## src/rtl/flu_pkg.sv

```systemverilog
package flu_pkg;

   // register address map
   localparam int FLU_A_CTRL = 0;
   localparam int FLU_A_KEY  = 1;
   localparam int FLU_A_PTR0 = 2;

   // control bit positions
   localparam int FLU_B_WEN   = 0;
   localparam int FLU_B_GO    = 1;
   localparam int FLU_B_ERR   = 2;
   localparam int FLU_B_SEL   = 3;
   localparam int FLU_B_ERASE = 4;

   typedef enum logic [1:0] {
      SEQ_IDLE  = 2'd0,
      SEQ_KEY1  = 2'd1,
      SEQ_ARMED = 2'd2
   } seq_e;

   // packed MSB first so {3'b0, ctrl_t} lines up with the bit positions above
   typedef struct packed {
      logic erase;
      logic sel;
      logic err;
      logic go;
      logic wen;
   } ctrl_t;

endpackage

```

## src/rtl/flu_unlock_seq.sv

```systemverilog
module flu_unlock_seq
   import flu_pkg::*;
#(
   parameter logic [7:0] KEY_A = 8'h55,
   parameter logic [7:0] KEY_B = 8'hAA
) (
   input  logic       clk,
   input  logic       por_n,
   input  logic       warm_rst_n,
   input  logic       wr_en,
   input  logic       key_hit,
   input  logic [7:0] wdata,
   output logic       armed
);

   seq_e st_q, st_d;

   always_comb begin
      st_d = SEQ_IDLE;
      if (key_hit) begin
         if (st_q == SEQ_IDLE && wdata == KEY_A)
            st_d = SEQ_KEY1;
         else if (st_q == SEQ_KEY1 && wdata == KEY_B)
            st_d = SEQ_ARMED;
      end
   end

   always_ff @(posedge clk or negedge por_n) begin
      if (!por_n)
         st_q <= SEQ_IDLE;
      else if (!warm_rst_n)
         st_q <= SEQ_IDLE;
      else if (wr_en)
         st_q <= st_d;
   end

   assign armed = (st_q == SEQ_ARMED);

endmodule

```

## src/rtl/flu_ctrl_reg.sv

```systemverilog
module flu_ctrl_reg
   import flu_pkg::*;
(
   input  logic       clk,
   input  logic       por_n,
   input  logic       warm_rst_n,
   input  logic       wr_ctrl,
   input  logic [7:0] wdata,
   input  logic       armed,
   input  logic       mem_done,
   output ctrl_t      ctrl_q,
   output logic       start_q,
   output logic       done_q
);

   logic launch;

   // enable must already be set before the write that carries start
   assign launch = wr_ctrl && armed && wdata[FLU_B_GO] && ctrl_q.wen;

   always_ff @(posedge clk or negedge por_n) begin
      if (!por_n) begin
         ctrl_q  <= '0;
         start_q <= 1'b0;
         done_q  <= 1'b0;
      end else if (!warm_rst_n) begin
         ctrl_q.wen <= 1'b0;
         ctrl_q.go  <= 1'b0;
         ctrl_q.err <= ctrl_q.err | ctrl_q.go;
         start_q    <= 1'b0;
         done_q     <= 1'b0;
      end else begin
         start_q <= 1'b0;
         done_q  <= 1'b0;
         if (ctrl_q.go && mem_done) begin
            ctrl_q.go <= 1'b0;
            done_q    <= 1'b1;
         end else if (wr_ctrl) begin
            ctrl_q.wen   <= wdata[FLU_B_WEN];
            ctrl_q.sel   <= wdata[FLU_B_SEL];
            ctrl_q.erase <= wdata[FLU_B_ERASE];
            ctrl_q.err   <= ctrl_q.err & wdata[FLU_B_ERR];
            if (launch) begin
               ctrl_q.go <= 1'b1;
               start_q   <= 1'b1;
            end
         end
      end
   end

endmodule

```

## src/rtl/flu_ptr_reg.sv

```systemverilog
module flu_ptr_reg #(
   parameter int PTR_W  = 22,
   parameter int ADDR_W = 3,
   parameter int BASE   = 2
) (
   input  logic              clk,
   input  logic              por_n,
   input  logic              warm_rst_n,
   input  logic              wr_en,
   input  logic [ADDR_W-1:0] wr_addr,
   input  logic [7:0]        wdata,
   input  logic              test_mode,
   input  logic [ADDR_W-1:0] rd_addr,
   output logic [7:0]        rd_byte,
   output logic [PTR_W-1:0]  ptr_raw,
   output logic [PTR_W-1:0]  ptr_vis
);

   localparam int NB      = (PTR_W + 7) / 8;
   localparam int PADW    = NB * 8;
   localparam int TOP_LEN = PTR_W - (NB - 1) * 8;
   localparam int TOP_BIT = TOP_LEN - 1;

   logic [PADW-1:0] pad_q;
   logic [PADW-1:0] vis_pad;

   for (genvar k = 0; k < NB; k++) begin : g_byte
      logic [7:0] byte_q;
      logic [7:0] wmask;
      logic       hit;

      assign hit = wr_en && (wr_addr == ADDR_W'(BASE + k));

      if (k == NB - 1) begin : g_top
         localparam logic [7:0] VALID = 8'((16'd1 << TOP_LEN) - 16'd1);
         localparam logic [7:0] GUARD = 8'(16'd1 << TOP_BIT);
         assign wmask = test_mode ? VALID : (VALID & ~GUARD);
      end else begin : g_full
         assign wmask = 8'hFF;
      end

      always_ff @(posedge clk or negedge por_n) begin
         if (!por_n)
            byte_q <= '0;
         else if (!warm_rst_n)
            byte_q <= '0;
         else if (hit)
            byte_q <= wdata & wmask;
      end

      assign pad_q[k*8 +: 8] = byte_q;
   end

   assign ptr_raw = pad_q[PTR_W-1:0];
   assign ptr_vis = test_mode ? ptr_raw : {1'b0, ptr_raw[PTR_W-2:0]};
   assign vis_pad = PADW'(ptr_vis);

   always_comb begin
      rd_byte = '0;
      for (int i = 0; i < NB; i++) begin
         if (rd_addr == ADDR_W'(BASE + i))
            rd_byte = vis_pad[i*8 +: 8];
      end
   end

endmodule

```

## src/rtl/flash_unlock_ctrl.sv

```systemverilog
module flash_unlock_ctrl
   import flu_pkg::*;
#(
   parameter int         ADDR_W = 3,
   parameter int         PTR_W  = 22,
   parameter logic [7:0] KEY_A  = 8'h55,
   parameter logic [7:0] KEY_B  = 8'hAA
) (
   input  logic              clk,
   input  logic              por_n,
   input  logic              warm_rst_n,
   input  logic              test_mode,
   input  logic              cpu_we,
   input  logic [ADDR_W-1:0] cpu_addr,
   input  logic [7:0]        cpu_wdata,
   output logic [7:0]        cpu_rdata,
   output logic              mem_start,
   output logic              mem_stall,
   output logic [PTR_W-1:0]  mem_addr,
   output logic              mem_region,
   output logic              mem_erase,
   input  logic              mem_done,
   output logic              wr_done_pulse
);

   localparam int NB = (PTR_W + 7) / 8;

   if (PTR_W < 9 || PTR_W > 32) begin : g_bad_ptr_w
      $error("flash_unlock_ctrl: PTR_W must lie in 9..32");
   end
   if (FLU_A_PTR0 + NB > (1 << ADDR_W)) begin : g_bad_addr_w
      $error("flash_unlock_ctrl: ADDR_W too small for the pointer bytes");
   end
   if (KEY_A == KEY_B) begin : g_bad_keys
      $error("flash_unlock_ctrl: the two key bytes must differ");
   end

   ctrl_t             ctrl_q;
   logic              acc;
   logic              armed;
   logic [7:0]        ptr_rd;
   logic [PTR_W-1:0]  ptr_raw;
   logic [PTR_W-1:0]  ptr_vis;

   // writes land only when no write is running and no warm reset is active
   assign acc = cpu_we && warm_rst_n && !ctrl_q.go;

   flu_unlock_seq #(
      .KEY_A (KEY_A),
      .KEY_B (KEY_B)
   ) u_seq (
      .clk        (clk),
      .por_n      (por_n),
      .warm_rst_n (warm_rst_n),
      .wr_en      (acc),
      .key_hit    (cpu_addr == ADDR_W'(FLU_A_KEY)),
      .wdata      (cpu_wdata),
      .armed      (armed)
   );

   flu_ctrl_reg u_ctrl (
      .clk        (clk),
      .por_n      (por_n),
      .warm_rst_n (warm_rst_n),
      .wr_ctrl    (acc && cpu_addr == ADDR_W'(FLU_A_CTRL)),
      .wdata      (cpu_wdata),
      .armed      (armed),
      .mem_done   (mem_done),
      .ctrl_q     (ctrl_q),
      .start_q    (mem_start),
      .done_q     (wr_done_pulse)
   );

   flu_ptr_reg #(
      .PTR_W  (PTR_W),
      .ADDR_W (ADDR_W),
      .BASE   (FLU_A_PTR0)
   ) u_ptr (
      .clk        (clk),
      .por_n      (por_n),
      .warm_rst_n (warm_rst_n),
      .wr_en      (acc),
      .wr_addr    (cpu_addr),
      .wdata      (cpu_wdata),
      .test_mode  (test_mode),
      .rd_addr    (cpu_addr),
      .rd_byte    (ptr_rd),
      .ptr_raw    (ptr_raw),
      .ptr_vis    (ptr_vis)
   );

   always_comb begin
      if (cpu_addr == ADDR_W'(FLU_A_CTRL))
         cpu_rdata = {3'b000, ctrl_q};
      else
         cpu_rdata = ptr_rd;
   end

   assign mem_stall  = ctrl_q.go;
   assign mem_addr   = ptr_vis;
   assign mem_region = ctrl_q.sel;
   assign mem_erase  = ctrl_q.erase;

endmodule

```

## config.mk

```make
export PLATFORM = sky130hd
export DESIGN_NAME = flash_unlock_ctrl
export DESIGN_NICKNAME = d
export VERILOG_FILES = /design/src/rtl/flu_pkg.sv /design/src/rtl/flu_unlock_seq.sv /design/src/rtl/flu_ctrl_reg.sv /design/src/rtl/flu_ptr_reg.sv /design/src/rtl/flash_unlock_ctrl.sv
export SDC_FILE = /design/constraint.sdc
export NUM_CORES = 1
export LEC_CHECK = 0
export ABC_AREA = 1
export CORE_UTILIZATION = 30
export DETAILED_ROUTE_END_ITERATION = 10
export DONT_BUFFER_PORTS = 1
export PLACE_DENSITY = 0.55
export SETUP_SLACK_MARGIN = 0.2
export SYNTH_ARGS = -nofsm -noshare
export SYNTH_HDL_FRONTEND = slang
export SYNTH_SLANG_ARGS = --single-unit
export TNS_END_PERCENT = 30
```

## constraint.sdc

```tcl
create_clock -name clk -period 3.6 [get_ports clk]
set_input_delay 0.36 -clock clk [delete_from_list [all_inputs] [get_ports clk]]
set_output_delay 0.36 -clock clk [all_outputs]
set_load 0.02 [all_outputs]
```

==> run summary <==
placed inst area -> 1610 um^2
number of warnings printed during yosys synthesis -> 0
total die area -> 6010 um^2
Slew Viols, Final -> 0
number of nets produced by synthesis -> 242
most frequently used cell type in the post-synthesis netlist -> sky130_fd_sc_hd__nand2_1
normalized max-slew margin -> 32.0%
port bufs -> 0
cell internal pwr -> 0.573 mW
net switching power -> 0.248 mW
antenna cells -> 0
CP delay by family, top -> simple AND/OR/NAND/NOR gates
largest voltage drop on the vdd net -> 123 uV
actual transition at the worst max-transition pin -> 1.02 ns
area leader, netlist -> sky130_fd_sc_hd__dfrtp_1
Avg Synthesized Cell Area -> 7.60 um^2
Max Buffers Root-to-Sink -> 2
main flop type after synthesis -> sky130_fd_sc_hd__dfrtp_1
switching power share of the total -> 30.3%
total number of cells along the worst setup path -> 5
Core ar. -> 5510 um^2
post-route design area -> 1740 um^2
number of instances resized during post-cts repair -> 0
final core utilization -> 31.5%
portion of synthesized cell area occupied by the leading cell type -> 45.4%
worst hold path cell count -> 2
critical path startpoint category -> input port
number of antenna violations at the first check in global routing -> 0
fill cell total of the finished layout -> 586
area of the mapped netlist -> 1710 um^2
Post-DRT Antenna Nets -> 0
number of unique standard cell types used by synthesis -> 17
unrepaired setup endpoints after global routing -> false
Pleak -> 0.884 nW
detailed-route vias per instance -> 4.65
maximum net fanout on the critical path -> 14
vias in the first global route -> 1318
Clock Root Buffer -> sky130_fd_sc_hd__clkbuf_8
setup_tns -> 0 ns
skew final -> 0.00205 ns
Detailed Route Iter0 Violations -> 67
number of cell rows -> 27
portion of total power attributed to the clock network -> 37.5%
half-perimeter wire length after detailed placement -> 3150 um
f_max -> 0.500 GHz
top post-synthesis cells by area -> sky130_fd_sc_hd__dfrtp_1, sky130_fd_sc_hd__nand2_1, sky130_fd_sc_hd__buf_4, sky130_fd_sc_hd__nand4_1, sky130_fd_sc_hd__inv_1
share of total power in sequential cells -> 52.5%
initial cell density of the core -> 31.1%
number of maximum-capacitance violations -> 0
count of mapped cells out of synthesis -> 225
Boundary Pins -> 52
min Tclk post-route -> 2.00 ns
worst setup slack after placement -> 1.58 ns
most frequent cell on the critical path -> sky130_fd_sc_hd__nand2_1
clock tree from TritonCTS -> yes
clock-pin slew on the worst setup and hold paths -> 0.07 ns
proportion of layout cells with a drive suffix above 1 -> 8.13%
Cell Chain, Critical Path -> inv_1, nand2_1, nor2_1, nand2_1, o211ai_1
worst min-delay path class -> input port to register
Worst Setup End Kind -> output pin
async set-or-reset flop fraction in the synthesized netlist -> 100%
sequential fraction of the synthesis area -> 45.4%
Die Span X -> 77.5 um
Synth-to-Final Area Change -> 1.54%
buffer and inverter count on the worst path -> 1
routability congestion estimate -> 0.848
die height -> 77.5 um
clock buffer count from CTS -> 5
# H-tree levels -> 2
pin count of the biggest net entering global routing -> 32
total via count in the routed design -> 1308
global-route wire length before repair -> 6970 um
final worst-path cycle share -> 55.5%
routed wire length -> 4200 um
clock network latency to the later pin of the worst-skew pair -> 0.28 ns
final setup violation count -> 0
sink count of the clock tree -> 31
Critical-path top delay cell -> sky130_fd_sc_hd__nor2_1
GRT Resource Usage Total -> 15.3%
status -> finished clean
Logic pwr share -> 10.0%
cell area power density -> 473 nW/um^2
post-detailed-route DRC marker count -> 0
number of flops mapped to enable cells by yosys -> 0
combined flip-flop and latch cell area -> 776 um^2
first-pass iteration count of the detailed router -> 5
worst hold margin -> 0.191 ns
fin nets -> 225
Remaining Overflow, GRT -> 0
critical setup path kind -> input port to output pin
multi-input combinational cell area -> 669 um^2
worst setup margin -> 1.60 ns
longest individual stage delay on the worst path -> 0.76 ns
top cells by count, synth -> sky130_fd_sc_hd__nand2_1, sky130_fd_sc_hd__dfrtp_1, sky130_fd_sc_hd__buf_4
routed len/inst -> 14.9 um
R2R cell count -> 6
required time reported for the critical path endpoint -> 3.24 ns
number of endpoints with negative hold slack in the final report -> 0
crit path DAT -> 1.64 ns
synthesis-stage register bit count -> 31
==> per-layer routing <==
layer	track usage (%)	wire (um)	vias to the layer above
li1	-	-	659
met1	18.4	1760	605
met2	24.5	2010	38
met3	6.12	372	6
met4	5.66	62	0
met5	0	0	-
==> layout make-up <==
| type | instances | share of cell area [%] |
|---|---|---|
| timing repair buffer | 2 | 1.73 |
| tap | 72 | 5.19 |
| sequential | 31 | 44.7 |
| clock buffer | 8 | 5.76 |
| inverter | 19 | 4.11 |
| multi-input combinational | 149 | 38.5 |
==> cell usage in the layout (no fill, tap or decap) <==
| master | Yosys | layout |
|---|---|---|
| sky130_fd_sc_hd__nand3_1 | 7 | 7 |
| sky130_fd_sc_hd__o211ai_1 | 1 | 1 |
| sky130_fd_sc_hd__inv_1 | 19 | 19 |
| sky130_fd_sc_hd__nand2_2 | 1 | 1 |
| sky130_fd_sc_hd__buf_12 | 0 | 1 |
| sky130_fd_sc_hd__clkbuf_1 | 0 | 1 |
| sky130_fd_sc_hd__nor2_1 | 14 | 14 |
| sky130_fd_sc_hd__nand4_1 | 13 | 13 |
| sky130_fd_sc_hd__nand2_1 | 90 | 90 |
| sky130_fd_sc_hd__dlygate4sd3_1 | 0 | 1 |
| sky130_fd_sc_hd__dfrtp_1 | 31 | 31 |
| sky130_fd_sc_hd__o21ai_2 | 6 | 6 |
| sky130_fd_sc_hd__a21oi_1 | 2 | 2 |
| sky130_fd_sc_hd__nand2_4 | 1 | 1 |
| sky130_fd_sc_hd__o21ai_0 | 12 | 12 |
| sky130_fd_sc_hd__nor3_1 | 1 | 1 |
| sky130_fd_sc_hd__clkbuf_8 | 0 | 7 |
| sky130_fd_sc_hd__nand3_2 | 1 | 1 |
==> sequential cells by signal, summed over array words and instances (netlist names) <==
register / flops
u_seq.st_q: 2
u_ctrl.start_q: 1
u_ctrl.done_q: 1
u_ctrl.ctrl_q: 5
u_ptr.g_byte.byte_q: 22
==> logic make-up (layout without fill, tap and decap cells) <==
group / Yosys count / in the layout / synth area share [%]
DFF: 31 / 31 / 45.4
AOI/OAI and AO/OA: 21 / 21 / 7.61
and+or+nand+nor: 128 / 128 / 31.5
buffers and inverters: 45 / 29 / 15.5
==> per-stage QoR <==
step                power, mW  instances
finish                  0.821        281
floorplan               0.524        225
detailed placement      0.511        271
global placement        0.510        271
CTS                     0.826        281
global route            0.858        281
==> path summary, 6_finish.rpt <==
check	from	to	slack [ns]
hold / removal	cpu_wdata[3]	u_ctrl.ctrl_q[3]$_DFFE_PN0P_	0.19
setup reg to reg	u_ctrl.ctrl_q[1]$_DFFE_PN0P_	u_ptr.g_byte[2].byte_q[2]$_DFFE_PN0P_	1.97
max in group asynchronous	por_n	u_ptr.g_byte[1].byte_q[4]$_DFFE_PN0P_	2.91
hold reg to reg	u_ptr.g_byte[2].byte_q[5]$_DFFE_PN0P_	u_ptr.g_byte[2].byte_q[5]$_DFFE_PN0P_	0.49
setup / recovery	cpu_addr[2]	cpu_rdata[5]	1.60
min in group asynchronous	por_n	u_seq.st_q[1]$_DFFE_PN0P_	0.51
==> power groups by stage <==
stage | registers (mW) | clock network, mW | logic [mW]
after floorplan | 0.402 | 0 | 0.122
after global placement | 0.438 | 0 | 0.0716
after detailed placement | 0.439 | 0 | 0.0727
after CTS | 0.432 | 0.310 | 0.0837
after global routing | 0.436 | 0.328 | 0.0949
final | 0.431 | 0.308 | 0.0817
==> what timing repair did <==
action	4_1_cts	5_1_grt
hold buffers	2	0
buffers inserted	0	0
endpoints found under the hold margin	31	0
No activity file was read; power rests on OpenSTA's default activity.
